===== config.mk =====
export PLATFORM = sky130hd
export DESIGN_NAME = gated_serializer
export DESIGN_NICKNAME = d
export VERILOG_FILES = /design/src/rtl/gcs_pkg.sv /design/src/rtl/gcs_ctrl.sv /design/src/rtl/gcs_datapath.sv /design/src/rtl/gated_serializer.sv
export SDC_FILE = /design/constraint.sdc
export NUM_CORES = 1
export LEC_CHECK = 0
export BUFFER_PORTS_ARGS = -buffer_cell sky130_fd_sc_hd__buf_2
export CORE_UTILIZATION = 40
export DETAILED_ROUTE_END_ITERATION = 6
export PLACE_DENSITY_LB_ADDON = 0.3
export SYNTH_ARGS = -nofsm -noshare
export SYNTH_HDL_FRONTEND = slang
export SYNTH_SLANG_ARGS = --single-unit

===== constraint.sdc =====
create_clock -name sysClk -period 1.3 [get_ports sysClk]
set_input_delay 0.195 -clock sysClk [delete_from_list [all_inputs] [get_ports sysClk]]
set_output_delay 0.195 -clock sysClk [all_outputs]
set_load 0.01 [all_outputs]

===== src/rtl/gcs_pkg.sv =====
package gcs_pkg;
  typedef struct packed {
    logic load;
    logic shift;
  } gcsStrobes_t;
endpackage


===== src/rtl/gcs_ctrl.sv =====
module gcs_ctrl #(
  parameter int SYNC_STAGES = 2
) (
  input  logic                sysClk,
  input  logic                rstN,
  input  logic                shLdN,
  input  logic                extClk,
  input  logic                extInh,
  output gcs_pkg::gcsStrobes_t strb
);
  localparam int LastSync = SYNC_STAGES - 1;

  logic                   effClk;
  logic [SYNC_STAGES-1:0] syncChain;
  logic                   edgeHist;
  logic                   effSynced;

  assign effClk    = extClk | extInh;
  assign effSynced = syncChain[LastSync];

  genvar g;
  generate
    for (g = 0; g < SYNC_STAGES; g++) begin : gSync
      if (g == 0) begin : gFirst
        always_ff @(posedge sysClk) begin
          if (!rstN) syncChain[g] <= 1'b0;
          else       syncChain[g] <= effClk;
        end
      end else begin : gRest
        always_ff @(posedge sysClk) begin
          if (!rstN) syncChain[g] <= 1'b0;
          else       syncChain[g] <= syncChain[g-1];
        end
      end
    end
  endgenerate

  // history keeps tracking during load so release never sees a stale low
  always_ff @(posedge sysClk) begin
    if (!rstN) edgeHist <= 1'b0;
    else       edgeHist <= effSynced;
  end

  always_comb begin
    strb.load  = ~shLdN;
    strb.shift = shLdN & effSynced & ~edgeHist;
  end
endmodule


===== src/rtl/gcs_datapath.sv =====
module gcs_datapath #(
  parameter int WIDTH = 8
) (
  input  logic                 sysClk,
  input  logic                 rstN,
  input  gcs_pkg::gcsStrobes_t strb,
  input  logic                 serIn,
  input  logic [WIDTH-1:0]     parIn,
  output logic                 qOut,
  output logic                 qOutN
);
  localparam int LastStage = WIDTH - 1;

  logic [WIDTH-1:0] stageQ;

  genvar s;
  generate
    for (s = 0; s < WIDTH; s++) begin : gStage
      logic shiftSrc;
      if (s == 0) begin : gHead
        assign shiftSrc = serIn;
      end else begin : gBody
        assign shiftSrc = stageQ[s-1];
      end
      always_ff @(posedge sysClk) begin
        if (!rstN)          stageQ[s] <= 1'b0;
        else if (strb.load) stageQ[s] <= parIn[s];
        else if (strb.shift) stageQ[s] <= shiftSrc;
      end
    end
  endgenerate

  assign qOut  = stageQ[LastStage];
  assign qOutN = ~stageQ[LastStage];
endmodule


===== src/rtl/gated_serializer.sv =====
module gated_serializer #(
  parameter int WIDTH       = 8,
  parameter int SYNC_STAGES = 2
) (
  input  logic             sysClk,
  input  logic             rstN,
  input  logic             shLdN,
  input  logic             extClk,
  input  logic             extInh,
  input  logic             serIn,
  input  logic [WIDTH-1:0] parIn,
  output logic             qOut,
  output logic             qOutN
);
  gcs_pkg::gcsStrobes_t strb;

  gcs_ctrl #(.SYNC_STAGES(SYNC_STAGES)) u_ctrl (
    .sysClk(sysClk), .rstN(rstN), .shLdN(shLdN),
    .extClk(extClk), .extInh(extInh), .strb(strb)
  );

  gcs_datapath #(.WIDTH(WIDTH)) u_dp (
    .sysClk(sysClk), .rstN(rstN), .strb(strb), .serIn(serIn),
    .parIn(parIn), .qOut(qOut), .qOutN(qOutN)
  );
endmodule


== Word-level counts from Yosys, hierarchy flattened ==
Index checks and enable logic that the tools add are counted.

* Flip-flop bits (word level): 11
* Bits of input ports: 14
* Output and inout bits: 2
* Word-level logic and storage cells: 33

* Eq/ne operators: 1
* Mux-type cells: 16
* Bitwise logic cells: 5

{| class="wikitable"
|+ Operators with widths
! cell !! count
|-
| 1-bit two-way mux || 16
|-
| 1-bit AND || 2
|-
| 2-bit by 1-bit inequality test with 1-bit output, second input constant || 1
|-
| 1-bit inverter || 2
|-
| 1-bit OR || 1
|}

== Depth between registers and ports, before layout ==
Gate-level depths: netlist of run 1.

* Word-level depth: 4
* Mapped depth: 3
* Gate-level depth less buffers: 2

== By module ==
Synthesis of run 1 repeated with hierarchy kept, for this count alone.

* Cells, all modules: 44
* Area, all modules: 536.8 sq um

{| class="wikitable"
|+ By module, submodules not included
! module !! times used !! cells each !! area an instance (sq um) !! sequential area each (sq um)
|-
| gcs_datapath || 1 || 36 || 444.2 || 160.2
|-
| gcs_ctrl || 1 || 8 || 92.6 || 60.1
|}

== Worst setup path before layout of run 1 ==
No wires, ideal clock.

* Path type: reg2reg
* Start: reg u_ctrl.edgeHist
* End: reg u_dp.stageQ[7], in the netlist u_dp.qOut
* Setup time: 0.088 ns
* Arrival: 0.838 ns
* Required time: 1.212 ns
* Path slack: 0.374 ns
* Stages on the path, launching flop included: 4
* Buffers on the path: 1
* Clock period less this slack: 0.926 ns
* Cell sequence: dfxtp_1 -> nand2b_1 -> buf_6 -> a311oi_2

* Word-level cells in the longest chain between the ends: 3

{| class="wikitable"
|+ Ends and longest elaborated chain
! element !! line !! text
|-
| start, declared || gcs_ctrl.sv:15 || <nowiki>logic edgeHist;</nowiki>
|-
| start signal, assigned || gcs_ctrl.sv:41 || <nowiki>else edgeHist <= effSynced;</nowiki>
|-
| 1-bit inverter || gcs_ctrl.sv:46 || <nowiki>strb.shift = shLdN & effSynced & ~edgeHist;</nowiki>
|-
| 1-bit AND || gcs_ctrl.sv:46 ||
|-
| 2-bit by 1-bit inequality test with 1-bit output (no source line) || n/a ||
|-
| end signal, assigned by index || gcs_datapath.sv:27 || <nowiki>else if (strb.load) stageQ[s] <= parIn[s];</nowiki>
|-
| end signal, assigned by index || gcs_datapath.sv:28 || <nowiki>else if (strb.shift) stageQ[s] <= shiftSrc;</nowiki>
|-
| end, declared || gcs_datapath.sv:14 || <nowiki>logic [WIDTH-1:0] stageQ;</nowiki>
|}

No other way between the ends.
A chain may end at the register's enable or synchronous reset.

== Worst setup path after layout of run 1 ==
* Start: reg u_ctrl.syncChain[1], in the netlist u_ctrl.effSynced
* End: reg u_dp.stageQ[7], in the netlist u_dp.qOut

* Word-level cells in the longest chain between the ends: 3

{| class="wikitable"
|+ Ends and longest elaborated chain
! element !! line !! text
|-
| start, declared || gcs_ctrl.sv:14 || <nowiki>logic [SYNC_STAGES-1:0] syncChain;</nowiki>
|-
| start signal, assigned by index || gcs_ctrl.sv:32 || <nowiki>else syncChain[g] <= syncChain[g-1];</nowiki>
|-
| 1-bit AND (2 in a row) || gcs_ctrl.sv:46 ||
|-
| 2-bit by 1-bit inequality test with 1-bit output (no source line) || n/a ||
|}

No other way between the ends.

==> reports/results.md, run 1 <==
| Metric | Value | Unit |
| --- | --- | --- |
| Outcome | completed | - |
| Type of the worst setup path | reg -> reg | - |
| Routed vias | 417 | - |
| Required time at the endpoint of the critical path | 1500 | ps |
| Area added between synthesis and finish | 15.95 | % |
| Slew at the pin closest to its max-slew limit | 391.6 | ps |
| Chain of cells forming the critical path | nand2b_1 > a311oi_2 | - |
| Syn_nets | 65 | - |
| Sequential share of the synthesized area | 40.09 | % |
| CTS sink count | 11 | - |
| Number of DRC violations after detailed-routing iteration 0 | 1 | - |
| Overflow after GRT | 0 | - |
| Worst setup SP type | flop | - |
| Number of H-tree levels | 1 | - |
| Final routed wirelength across all metal layers | 980 | um |
| Average detailed-routed wire length per instance | 12.25 | um |
| Initial core utilization | 46.31 | % |
| Count of warnings emitted by yosys | 0 | - |
| Max-cap violations | 0 | - |
| Global-route met3 utilization | 9.249 | % |
| Top Usage Layer GRT | met2 | - |
| Die width | 39.06 | um |
| Number of buffer and inverter stages on the critical path | 0 | - |
| Leading cell types in the layout, fill and taps excluded | 15 x sky130_fd_sc_hd__buf_2, 11 x sky130_fd_sc_hd__dfxtp_1, 8 x sky130_fd_sc_hd__o21ai_0 | - |
| PostCTS Resize Cnt | 0 | - |
| Maximum fanout along the worst path | 10 | - |
| Count of TritonRoute iterations in the first routing pass | 4 | - |
| Fillcell total | 108 | - |
| Worst stage delay on the critical path | 440 | ps |
| F_max | 0.8928 | GHz |
| First-pass GRT wire length | 1725 | um |
| Cell Area, Synth | 549.3 | sq um |
| Data arrival time of the critical path | 1320 | ps |
| Clock input transition at the sequential cells of the worst setup and hold paths | 70 | ps |
| Die Ht | 39.06 | um |
| Total I/O pin count | 16 | - |
| Hold Buf Count CTS | 0 | - |
| Net count, final | 81 | - |
| Core Rows | 12 | - |
| Vias in the first global route | 402 | - |
| # DRC | 0 | - |
| Shortest clock period the worst path allows after layout | 1120 | ps |
| Design Area, Final | 636.9 | sq um |
| Number of hold violations in the final report | 0 | - |
| Setup total negative slack | 0 | ps |
| Remaining antenna violation count after routing | 0 | - |
| Post-Syn Area per Cell | 10.77 | sq um |
| Peak VDD IR | 0.6402 | mV |
| Final-report setup violation count | 0 | - |
| Final RePlAce weighted congestion | 0.6654 | - |
| Worst relative slew slack | 73.89 | % |
| # Post-CTS Setup Buffers | 0 | - |
| All-Layer GR Usage | 17.22 | % |
| Via count normalized by instance count | 5.213 | - |
| Area of placed instances | 610.6 | sq um |
| Class of the tightest hold or removal check | in -> reg | - |
| Count of port buffers added during placement | 15 | - |
| Max stage delay cell, worst path | sky130_fd_sc_hd__dfxtp_1 | - |
| Maximum number of pins on one net before global-route repair | 25 | - |
| Met1 GRT Util | 21.60 | % |
| Most common library cell in the layout ignoring fill and taps | sky130_fd_sc_hd__buf_2 | - |
| Share of cells above drive strength 1 | 45.45 | % |
| Cell variety after synth | 16 | - |
| Standard cell core area | 1186 | sq um |
| Root buffer cell | sky130_fd_sc_hd__clkbuf_4 | - |
| Post-Route Skew | 1.891 | ps |
| Inserted Clock Buffers | 3 | - |
| Post-Synthesis Cells | 51 | - |
| Kind of cell with the highest combined delay on the critical path | flip-flops | - |
| Die Outline Area | 1525 | sq um |
| Areal power density over the cells | 1126 | nW/um^2 |
| TritonCTS clock tree | yes | - |
| Crit path capture type | flop | - |
| Clock Latency Late Sink | 270 | ps |
| Leakage | 0.2531 | nW |
| Max-slew violation count | 0 | - |
| Initial antenna violation count | 0 | - |
| Met2 usage in global routing | 25.00 | % |
| Diode insertion count for antenna repair | 0 | - |
| Setup repair after global routing missed its margin | no | - |
| Count of state elements after synthesis | 11 | - |
| Max Root-Sink Buffers | 2 | - |
| Final Cycle Share | 86.16 | % |
## final cells by class
class / instances / area [sq um] / share of cell area (%)
inverter: 1 / 3.754 / 0.5894
timing repair buffer: 15 / 75.07 / 11.79
sequential: 11 / 220.2 / 34.58
multi-input combinational: 35 / 294.0 / 46.17
tap: 14 / 17.52 / 2.750
clock buffer: 4 / 26.28 / 4.126
## cell usage after synthesis
library cell,count,area (sq um)
sky130_fd_sc_hd__o21ai_0,8,40.04
sky130_fd_sc_hd__clkbuf_2,1,5.000
sky130_fd_sc_hd__and2_1,1,6.260
sky130_fd_sc_hd__buf_6,2,22.52
sky130_fd_sc_hd__and4bb_2,7,87.58
sky130_fd_sc_hd__clkbuf_1,1,3.750
sky130_fd_sc_hd__a211oi_2,3,37.54
sky130_fd_sc_hd__a311oi_2,1,15.01
sky130_fd_sc_hd__o21a_1,1,7.510
sky130_fd_sc_hd__and4bb_1,1,12.51
sky130_fd_sc_hd__inv_1,1,3.750
sky130_fd_sc_hd__dfxtp_1,11,220.2
sky130_fd_sc_hd__nor2b_1,7,43.79
sky130_fd_sc_hd__and2_2,1,7.510
sky130_fd_sc_hd__nand2b_1,1,6.260
sky130_fd_sc_hd__a211oi_1,4,30.03
## path summary, 6_finish.rpt
check	startpoint	end	slack (ps)	cells after the start
worst max-delay path	u_ctrl.effSynced	u_dp.qOut	180	2
worst min-delay path	extClk	u_ctrl.syncChain[0]	110	2
worst max register to register	u_ctrl.effSynced	u_dp.qOut	180	2
worst min register to register	u_ctrl.syncChain[0]	u_ctrl.effSynced	440	1
## stage by stage
step                      setup slack, ps  util, %  hold WS (ps)  power [mW]  instances
after floorplan                     374.3        -         305.2      0.4544         51
after global placement              202.8    51.48         390.7      0.4822         76
after detailed placement            209.0    51.48         396.9      0.4831         76
after CTS                           173.3    53.69         107.7      0.7253         80
after global routing                110.1    53.69         119.7      0.7550         80
final                               180.0    53.69         113.1      0.7170         80
## metal layers
layer  wire, um  up-vias
met4         11        0
met5          0        -
met1        526      181
met3         67        3
li1           -      222
met2        374       11
## logic make-up (layout without fill, tap and decap cells)
group / after synthesis / count (layout) / share of synthesized area (%)
compound gates: 17 / 17 / 23.69
buf+inv: 5 / 20 / 6.376
flops: 11 / 11 / 40.09
simple gates: 18 / 18 / 29.84
## flip-flops by register name, summed over array words and instances, names as in the netlist
signal and count:
u_ctrl.effSynced 1, u_ctrl.syncChain 1, u_ctrl.edgeHist 1, u_dp.gStage.shiftSrc 7
u_dp.qOut 1
## power breakdown
part	leakage [nW]	internal [mW]	total, mW	switching, mW
Clock	0.0150	0.119	0.241	0.122
Combinational	0.147	0.0536	0.0987	0.0451
Sequential	0.0915	0.362	0.377	0.0147
No activity file was read; power rests on OpenSTA's default activity.
==> inputs of run 2 (changes only) <==
ABC_AREA = 1   (was unset)
==> reports/results.md, run 2 <==
| Metric | Value | Unit | Delta |
| --- | --- | --- | --- |
| Outcome | completed | - | unchanged |
| Setup total negative slack | 0 | ps | unchanged |
| Syn_nets | 87 | - | was 65 |
| Final Cycle Share | 74.94 | % | was 86.16% |
| Cell variety after synth | 13 | - | was 16 |
| Clock Latency Late Sink | 270 | ps | about the same |
| Top FF cell, synth | sky130_fd_sc_hd__dfxtp_1 | - | unchanged |
| Total I/O pin count | 16 | - | unchanged |
| Max-cap violations | 0 | - | unchanged |
| Count of warnings emitted by yosys | 0 | - | unchanged |
| Post-synth top area share | 42.41 | % | was 40.09% |
| Post-Route Skew | 4.317 | ps | was 1.891 ps |
| Setup repair after global routing missed its margin | no | - | unchanged |
| Most area-consuming cells after synthesis | sky130_fd_sc_hd__dfxtp_1 42%, sky130_fd_sc_hd__nand2_1 23%, sky130_fd_sc_hd__nand3_1 7.7% | - | was sky130_fd_sc_hd__dfxtp_1 40%, sky130_fd_sc_hd__and4bb_2 16%, sky130_fd_sc_hd__nor2b_1 8.0% |
| Max-slew violation count | 0 | - | unchanged |
| Hold path startpoint | rstN | - | was extClk |
| Number of stages on the worst hold path | 3 | - | was 2 |
| CTS sink count | 11 | - | unchanged |
| Maximum number of pins on one net before global-route repair | 19 | - | was 25 |
| Cell depth of the worst flop-to-flop path | 5 | - | was 2 |
| Reg-to-reg slack, setup | 410 | ps | was 180 ps |
| PnR Total Power | 0.6986 | mW | was 0.7170 mW |
| Clock input transition at the sequential cells of the worst setup and hold paths | 70 | ps | about the same |
| Post-Synthesis Cells | 73 | - | was 51 |
| Final RePlAce weighted congestion | 0.7327 | - | was 0.6654 |
| Class of the tightest hold or removal check | in -> reg | - | unchanged |
| Fin cells | 104 | - | was 80 |
| Max Root-Sink Buffers | 2 | - | unchanged |
| Number of H-tree levels | 1 | - | unchanged |
| # Post-CTS Setup Buffers | 0 | - | unchanged |
| Post-synthesis cell type with the largest combined area | sky130_fd_sc_hd__dfxtp_1 | - | unchanged |
| Overflow after GRT | 0 | - | unchanged |
| Diode insertion count for antenna repair | 0 | - | unchanged |
| Slew at the pin closest to its max-slew limit | 339.2 | ps | was 391.6 ps |
| Area added between synthesis and finish | 16.87 | % | was 15.95% |
| Standard cell core area | 1156 | sq um | was 1186 sq um |
| Average detailed-routed wire length per instance | 9.471 | um | was 12.25 um |
| Number of hold violations in the final report | 0 | - | unchanged |
| Endpoint with the worst hold slack | u_ctrl.effSynced | - | was u_ctrl.syncChain[0] |
| Remaining antenna violation count after routing | 0 | - | unchanged |
| Max FFs per register | 7 | - | unchanged |
| Post-DP HPWL | 720.7 | um |  |
| Number of synthesized flops with an enable pin | 0 | - | unchanged |
| Most common library cell in the layout ignoring fill and taps | sky130_fd_sc_hd__nand2_1 | - | was sky130_fd_sc_hd__buf_2 |
| Maximum fanout along the worst path | 3 | - | was 10 |
| Die Outline Area | 1446 | sq um | was 1525 sq um |
| Final-report setup violation count | 0 | - | unchanged |
| Most numerous cell types in the synthesized netlist | 32 x sky130_fd_sc_hd__nand2_1, 11 x sky130_fd_sc_hd__dfxtp_1, 8 x sky130_fd_sc_hd__nand3_1, 6 x sky130_fd_sc_hd__a21oi_1, 4 x sky130_fd_sc_hd__inv_1 | - | was 11 x sky130_fd_sc_hd__dfxtp_1, 8 x sky130_fd_sc_hd__o21ai_0, 7 x sky130_fd_sc_hd__and4bb_2, 7 x sky130_fd_sc_hd__nor2b_1, 4 x sky130_fd_sc_hd__a211oi_1 |
| Count of TritonRoute iterations in the first routing pass | 4 | - | unchanged |
| Post-synth ARST share | 0 | % | unchanged |
| All-Layer GR Usage | 16.16 | % | was 17.22% |
| Root buffer cell | sky130_fd_sc_hd__clkbuf_4 | - | unchanged |
| Areal power density over the cells | 1151 | nW/um^2 | was 1126 nW/um^2 |
| Data arrival time of the critical path | 780 | ps | was 1320 ps |
| Count leader, synth | sky130_fd_sc_hd__nand2_1 | - | was sky130_fd_sc_hd__dfxtp_1 |
| Beginning of the critical path | u_dp.qOut | - | was u_ctrl.effSynced |
| Inserted Clock Buffers | 3 | - | unchanged |
| Number of DRC violations after detailed-routing iteration 0 | 13 | - | was 1 |
| Critical R2R Launch | u_ctrl.edgeHist | - | was u_ctrl.effSynced |
| R2R Path End | u_dp.qOut | - | unchanged |
| Leakage | 0.3021 | nW | was 0.2531 nW |
| Count of state elements after synthesis | 11 | - | unchanged |
| Die Ht | 38.03 | um | was 39.06 um |
| Hold Worst Slack | 135.0 | ps | was 113.1 ps |
| Sequential share of the synthesized area | 42.41 | % | was 40.09% |
| Final routed wirelength across all metal layers | 985 | um | was 980 um |
| Cell count after placement | 100 | - | was 76 |
| Shortest clock period the worst path allows after layout | 974.3 | ps | was 1120 ps |
| PostCTS Resize Cnt | 0 | - | unchanged |
| F_max | 1.026 | GHz | was 0.8928 GHz |
| Worst relative slew slack | 77.39 | % | was 73.89% |
| TritonCTS clock tree | yes | - | unchanged |
| Via count normalized by instance count | 4.519 | - | was 5.213 |
| Initial core utilization | 44.91 | % | was 46.31% |
| # DRC | 0 | - | unchanged |
| Cell Area, Synth | 519.2 | sq um | was 549.3 sq um |
| Worst setup SP type | flop | - | unchanged |
| Core Rows | 12 | - | unchanged |
| Initial antenna violation count | 0 | - | unchanged |
| Crit path capture type | output pin | - | was flop |
| First-pass GRT wire length | 1552 | um | was 1725 um |
| Share of cells above drive strength 1 | 27.78 | % | was 45.45% |
| Hold Buf Count CTS | 0 | - | unchanged |
| Net count, final | 105 | - | was 81 |
| Routed vias | 470 | - | was 417 |
| Type of the worst setup path | reg -> out | - | was reg -> reg |
| Count of port buffers added during placement | 15 | - | unchanged |
| Required time at the endpoint of the critical path | 1110 | ps | was 1500 ps |
| Leading cell types in the layout, fill and taps excluded | 32 x sky130_fd_sc_hd__nand2_1, 15 x sky130_fd_sc_hd__buf_2, 11 x sky130_fd_sc_hd__dfxtp_1 | - | was 15 x sky130_fd_sc_hd__buf_2, 11 x sky130_fd_sc_hd__dfxtp_1, 8 x sky130_fd_sc_hd__o21ai_0 |
| Vias in the first global route | 388 | - | was 402 |
| Die width | 38.03 | um | was 39.06 um |
| Post-Syn Area per Cell | 7.113 | sq um | was 10.77 sq um |
| Peak VDD IR | 0.5484 | mV | was 0.6402 mV |
[run 2: cell count changes after synthesis, sizes merged, moves of 4 or more]
cell    change
a211oi      -7
a21oi       +8
and4bb      -8
inv         +4
nand2      +36
nand3       +8
nor2b       -7
o21ai       -8
[run 2: worst max-delay path, cell delays in order (launching register included)]
cell and delay (ps):
sky130_fd_sc_hd__dfxtp_1 350, sky130_fd_sc_hd__inv_1 40, sky130_fd_sc_hd__buf_2 130
[run 2: how the worst max path moves through the flow]
stage / slack (ps) / to / depth (start not counted)
after floorplan: 520 / u_dp.qOut / 5
after global placement: 320 / u_dp.gStage[1].shiftSrc / 6
after detailed placement: 310 / u_dp.gStage[1].shiftSrc / 6
after CTS: 310 / qOutN / 2
after global routing: 260 / qOutN / 2
final: 330 / qOutN / 2
[run 2: power by group]
part	switching (mW)	leakage [nW]	total (mW)	internal [mW]
Combinational	0.0566	0.197	0.0963	0.0397
Clock	0.119	0.0150	0.238	0.119
Sequential	0.00913	0.0904	0.365	0.356
Total	0.185	0.302	0.699	0.514
[run 2: cells by family (layout without fill, tap and decap cells)]
group,count (synthesis),count (layout),synth area share (%)
DFF,11,11,42.41
AOI/OAI and AO/OA,8,8,9.157
and+or+nand+nor,46,46,38.07
buffers and inverters,8,25,10.36
[run 2: layer usage]
layer / up-vias / GRT usage, % / routed length (um)
li1: 262 / - / -
met1: 195 / 21.30 / 502
met2: 11 / 22.03 / 422
met3: 2 / 5.233 / 52
met4: 0 / 10.71 / 8
met5: - / 0 / 0
[run 2: area by class of cell]
class                   count  area (sq um)
clock buffers               4         26.28
fillers                   109         549.3
repair buffers             15         75.07
well taps                  14         17.52
inverters                   6         22.52
multi-input cells          54         245.2
flip-flops and latches     11         220.2
[run 2: metrics by stage]
step / setup slack [ps] / instance area [sq um] / util, %
floorplan: 521.5 / 519.2 / -
global placement: 319.5 / 580.6 / 50.22
detailed placement: 305.6 / 580.6 / 50.22
CTS: 309.0 / 606.8 / 52.49
global route: 263.0 / 606.8 / 52.49
finish: 325.7 / 606.8 / 52.49
==> inputs of run 3 (changes only) <==
ABC_AREA = 0   (was 1)
clock period = 1 ns   (was 1.3 ns; I/O delays follow)
==> reports/results.md, run 3 (synthesis results as in run 1) <==
| Metric | Value | Unit | Delta |
| --- | --- | --- | --- |
| Outcome | completed | - | unchanged |
| Number of hold violations in the final report | 0 | - | unchanged |
| Maximum fanout along the worst path | 4 | - | was 3 |
| CTS sink count | 11 | - | unchanged |
| Count of port buffers added during placement | 15 | - | unchanged |
| Routed length on met2 | 530 | um | was 422 um |
| Net count, final | 87 | - | was 105 |
| Via count normalized by instance count | 5.372 | - | was 4.519 |
| Die Ht | 39.06 | um | was 38.03 um |
| Met1 routed wirelength after detailed routing | 529 | um | was 502 um |
| Hold Buf Count CTS | 0 | - | unchanged |
| Standard cell core area | 1186 | sq um | was 1156 sq um |
| Most common library cell in the layout ignoring fill and taps | sky130_fd_sc_hd__buf_2 | - | was sky130_fd_sc_hd__nand2_1 |
| Final RePlAce weighted congestion | 0.7140 | - | was 0.7327 |
| Share of cells above drive strength 1 | 59.72 | % | was 27.78% |
| Worst setup SP type | flop | - | unchanged |
| Leakage | 0.2892 | nW | was 0.3021 nW |
| # DRC | 0 | - | unchanged |
| Fillcell total | 103 | - | was 109 |
| Routed vias | 462 | - | was 470 |
| Worst stage delay on the critical path | 370 | ps | was 350 ps |
| All-Layer GR Usage | 17.84 | % | was 16.16% |
| Data arrival time of the critical path | 1170 | ps | was 780 ps |
| Post-DP HPWL | 758.9 | um | was 720.7 um |
| Final routed wirelength across all metal layers | 1102 | um | was 985 um |
| Die width | 39.06 | um | was 38.03 um |
| Top routing layer in use | met3 | - | was met4 |
| F_max | 1.026 | GHz |  |
| Max Root-Sink Buffers | 2 | - | unchanged |
| Maximum number of pins on one net before global-route repair | 25 | - | was 19 |
| Number of DRC violations after detailed-routing iteration 0 | 2 | - | was 13 |
| Shortest clock period the worst path allows after layout | 974.7 | ps |  |
| Overflow after GRT | 0 | - | unchanged |
| Inserted Clock Buffers | 3 | - | unchanged |
| Vias in the first global route | 423 | - | was 388 |
| Total I/O pin count | 16 | - | unchanged |
| Diode insertion count for antenna repair | 0 | - | unchanged |
| Initial core utilization | 46.31 | % | was 44.91% |
| Average detailed-routed wire length per instance | 12.81 | um | was 9.471 um |
| TritonCTS clock tree | yes | - | unchanged |
| Number of H-tree levels | 1 | - | unchanged |
| Area of placed instances | 655.6 | sq um | was 580.6 sq um |
| Leading cell types in the layout, fill and taps excluded | 15 x sky130_fd_sc_hd__buf_2, 9 x sky130_fd_sc_hd__dfxtp_1, 8 x sky130_fd_sc_hd__o21ai_0 | - | was 32 x sky130_fd_sc_hd__nand2_1, 15 x sky130_fd_sc_hd__buf_2, 11 x sky130_fd_sc_hd__dfxtp_1 |
| # Post-CTS Setup Buffers | 0 | - | unchanged |
| Type of the worst setup path | reg -> reg | - | was reg -> out |
| Peak VDD IR | 0.6979 | mV | was 0.5484 mV |
| Core Rows | 12 | - | unchanged |
| Root buffer cell | sky130_fd_sc_hd__clkbuf_4 | - | unchanged |
| Final-report setup violation count | 0 | - | unchanged |
| Chain of cells forming the critical path | buf_4 > and4bb_2 > a211oi_2 | - | was inv_1 > buf_2 |
| Design Area, Final | 720.7 | sq um | was 606.8 sq um |
| Post-Route Skew | 0.7365 | ps | was 4.317 ps |
| Die Outline Area | 1525 | sq um | was 1446 sq um |
| Initial antenna violation count | 0 | - | unchanged |
| Area added between synthesis and finish | 31.21 | % | was 16.87% |
| Max-cap violations | 0 | - | unchanged |
| Hold Worst Slack | 75.46 | ps | was 135.0 ps |
| Clock input transition at the sequential cells of the worst setup and hold paths | 70 | ps | about the same |
| Max-slew violation count | 0 | - | unchanged |
| Crit path capture type | flop | - | was output pin |
| Final Cycle Share | 97.47 | % |  |
| Class of the tightest hold or removal check | in -> reg | - | unchanged |
| Setup total negative slack | 0 | ps | unchanged |
| Areal power density over the cells | 1330 | nW/um^2 | was 1151 nW/um^2 |
| First-pass GRT wire length | 1773 | um | was 1552 um |
| Clock Latency Late Sink | 270 | ps | about the same |
| Slew at the pin closest to its max-slew limit | 305.1 | ps | was 339.2 ps |
| Max stage delay cell, worst path | sky130_fd_sc_hd__dfxtp_4 | - | was sky130_fd_sc_hd__dfxtp_1 |
| Max FFs per register | 7 | - | unchanged |
| Met3 WL | 42 | um | was 52 um |
| Worst relative slew slack | 79.66 | % | was 77.39% |
| Setup repair after global routing missed its margin | no | - | unchanged |
| Required time at the endpoint of the critical path | 1200 | ps | was 1110 ps |
| Remaining antenna violation count after routing | 0 | - | unchanged |
| Count of TritonRoute iterations in the first routing pass | 2 | - | was 4 |
-- run 3: changes by cell type in the layout (fill, tap and decap cells not counted), moves of 3 or more --
| cell | delta |
|---|---|
| sky130_fd_sc_hd__nor2b_1 | +7 |
| sky130_fd_sc_hd__o21ai_0 | +8 |
| sky130_fd_sc_hd__inv_1 | -3 |
| sky130_fd_sc_hd__nand3_1 | -8 |
| sky130_fd_sc_hd__buf_4 | +5 |
| sky130_fd_sc_hd__a211oi_2 | +7 |
| sky130_fd_sc_hd__and4bb_2 | +7 |
| sky130_fd_sc_hd__nand2_2 | -3 |
| sky130_fd_sc_hd__nand2_1 | -32 |
| sky130_fd_sc_hd__a21oi_1 | -6 |
-- run 3: per-stage QoR --
| stage | worst slack [ps] | utilization, % | total power [mW] | cells |
|---|---|---|---|---|
| after floorplan | 74.27 | - | 0.5907 | 51 |
| after global placement | 21.37 | 55.27 | 0.6416 | 82 |
| after detailed placement | -26.50 | 55.27 | 0.6463 | 82 |
| after CTS | 8.347 | 58.02 | 0.9651 | 86 |
| after global routing | 5.302 | 60.76 | 1.009 | 86 |
| final | 25.29 | 60.76 | 0.9584 | 86 |
-- run 3: worst max-delay path: cells and delay by family, from the launching register on --
family                 cells  cell delay (ps)
buffers and inverters      1              140
flip-flops                 1              370
AND/OR/NAND/NOR            1              220
AO/OA/AOI/OAI              1              180
-- run 3: path summary, 6_finish.rpt --
check | endpoint | depth (start not counted) | startpoint | slack, ps
setup reg to reg | u_dp.gStage[7].shiftSrc | 3 | u_ctrl.effSynced | 30
hold reg to reg | u_ctrl.effSynced | 1 | u_ctrl.syncChain[0] | 430
setup / recovery | u_dp.gStage[7].shiftSrc | 3 | u_ctrl.effSynced | 30
hold / removal | u_ctrl.syncChain[0] | 2 | extClk | 80
-- run 3: layout make-up --
| type | instances | area (sq um) | area share (%) |
|---|---|---|---|
| timing repair buffer | 21 | 123.9 | 17.19 |
| inverter | 1 | 3.754 | 0.5208 |
| multi-input combinational | 35 | 321.6 | 44.62 |
| tap | 14 | 17.52 | 2.431 |
| clock buffer | 4 | 26.28 | 3.646 |
| sequential | 11 | 227.7 | 31.60 |
-- run 3: timing repair --
| item | CTS | global route |
|---|---|---|
| setup endpoints to repair | 6 | 6 |
| gates resized for setup | 2 | 8 |
| pin swaps | 0 | 4 |
-- run 3: per-layer routing --
| layer | vias to the layer above | GRT usage, % |
|---|---|---|
| met5 | - | 0 |
| met1 | 219 | 22.38 |
| met4 | 0 | 10.34 |
| met2 | 10 | 26.67 |
| met3 | 0 | 5.202 |
| li1 | 233 | - |
-- run 3: power by group --
| group | total, mW | switching [mW] | internal, mW |
|---|---|---|---|
| Clock | 0.308 | 0.154 | 0.154 |
| Combinational | 0.164 | 0.0713 | 0.0923 |
| Sequential | 0.487 | 0.0182 | 0.468 |
| Total | 0.958 | 0.243 | 0.715 |
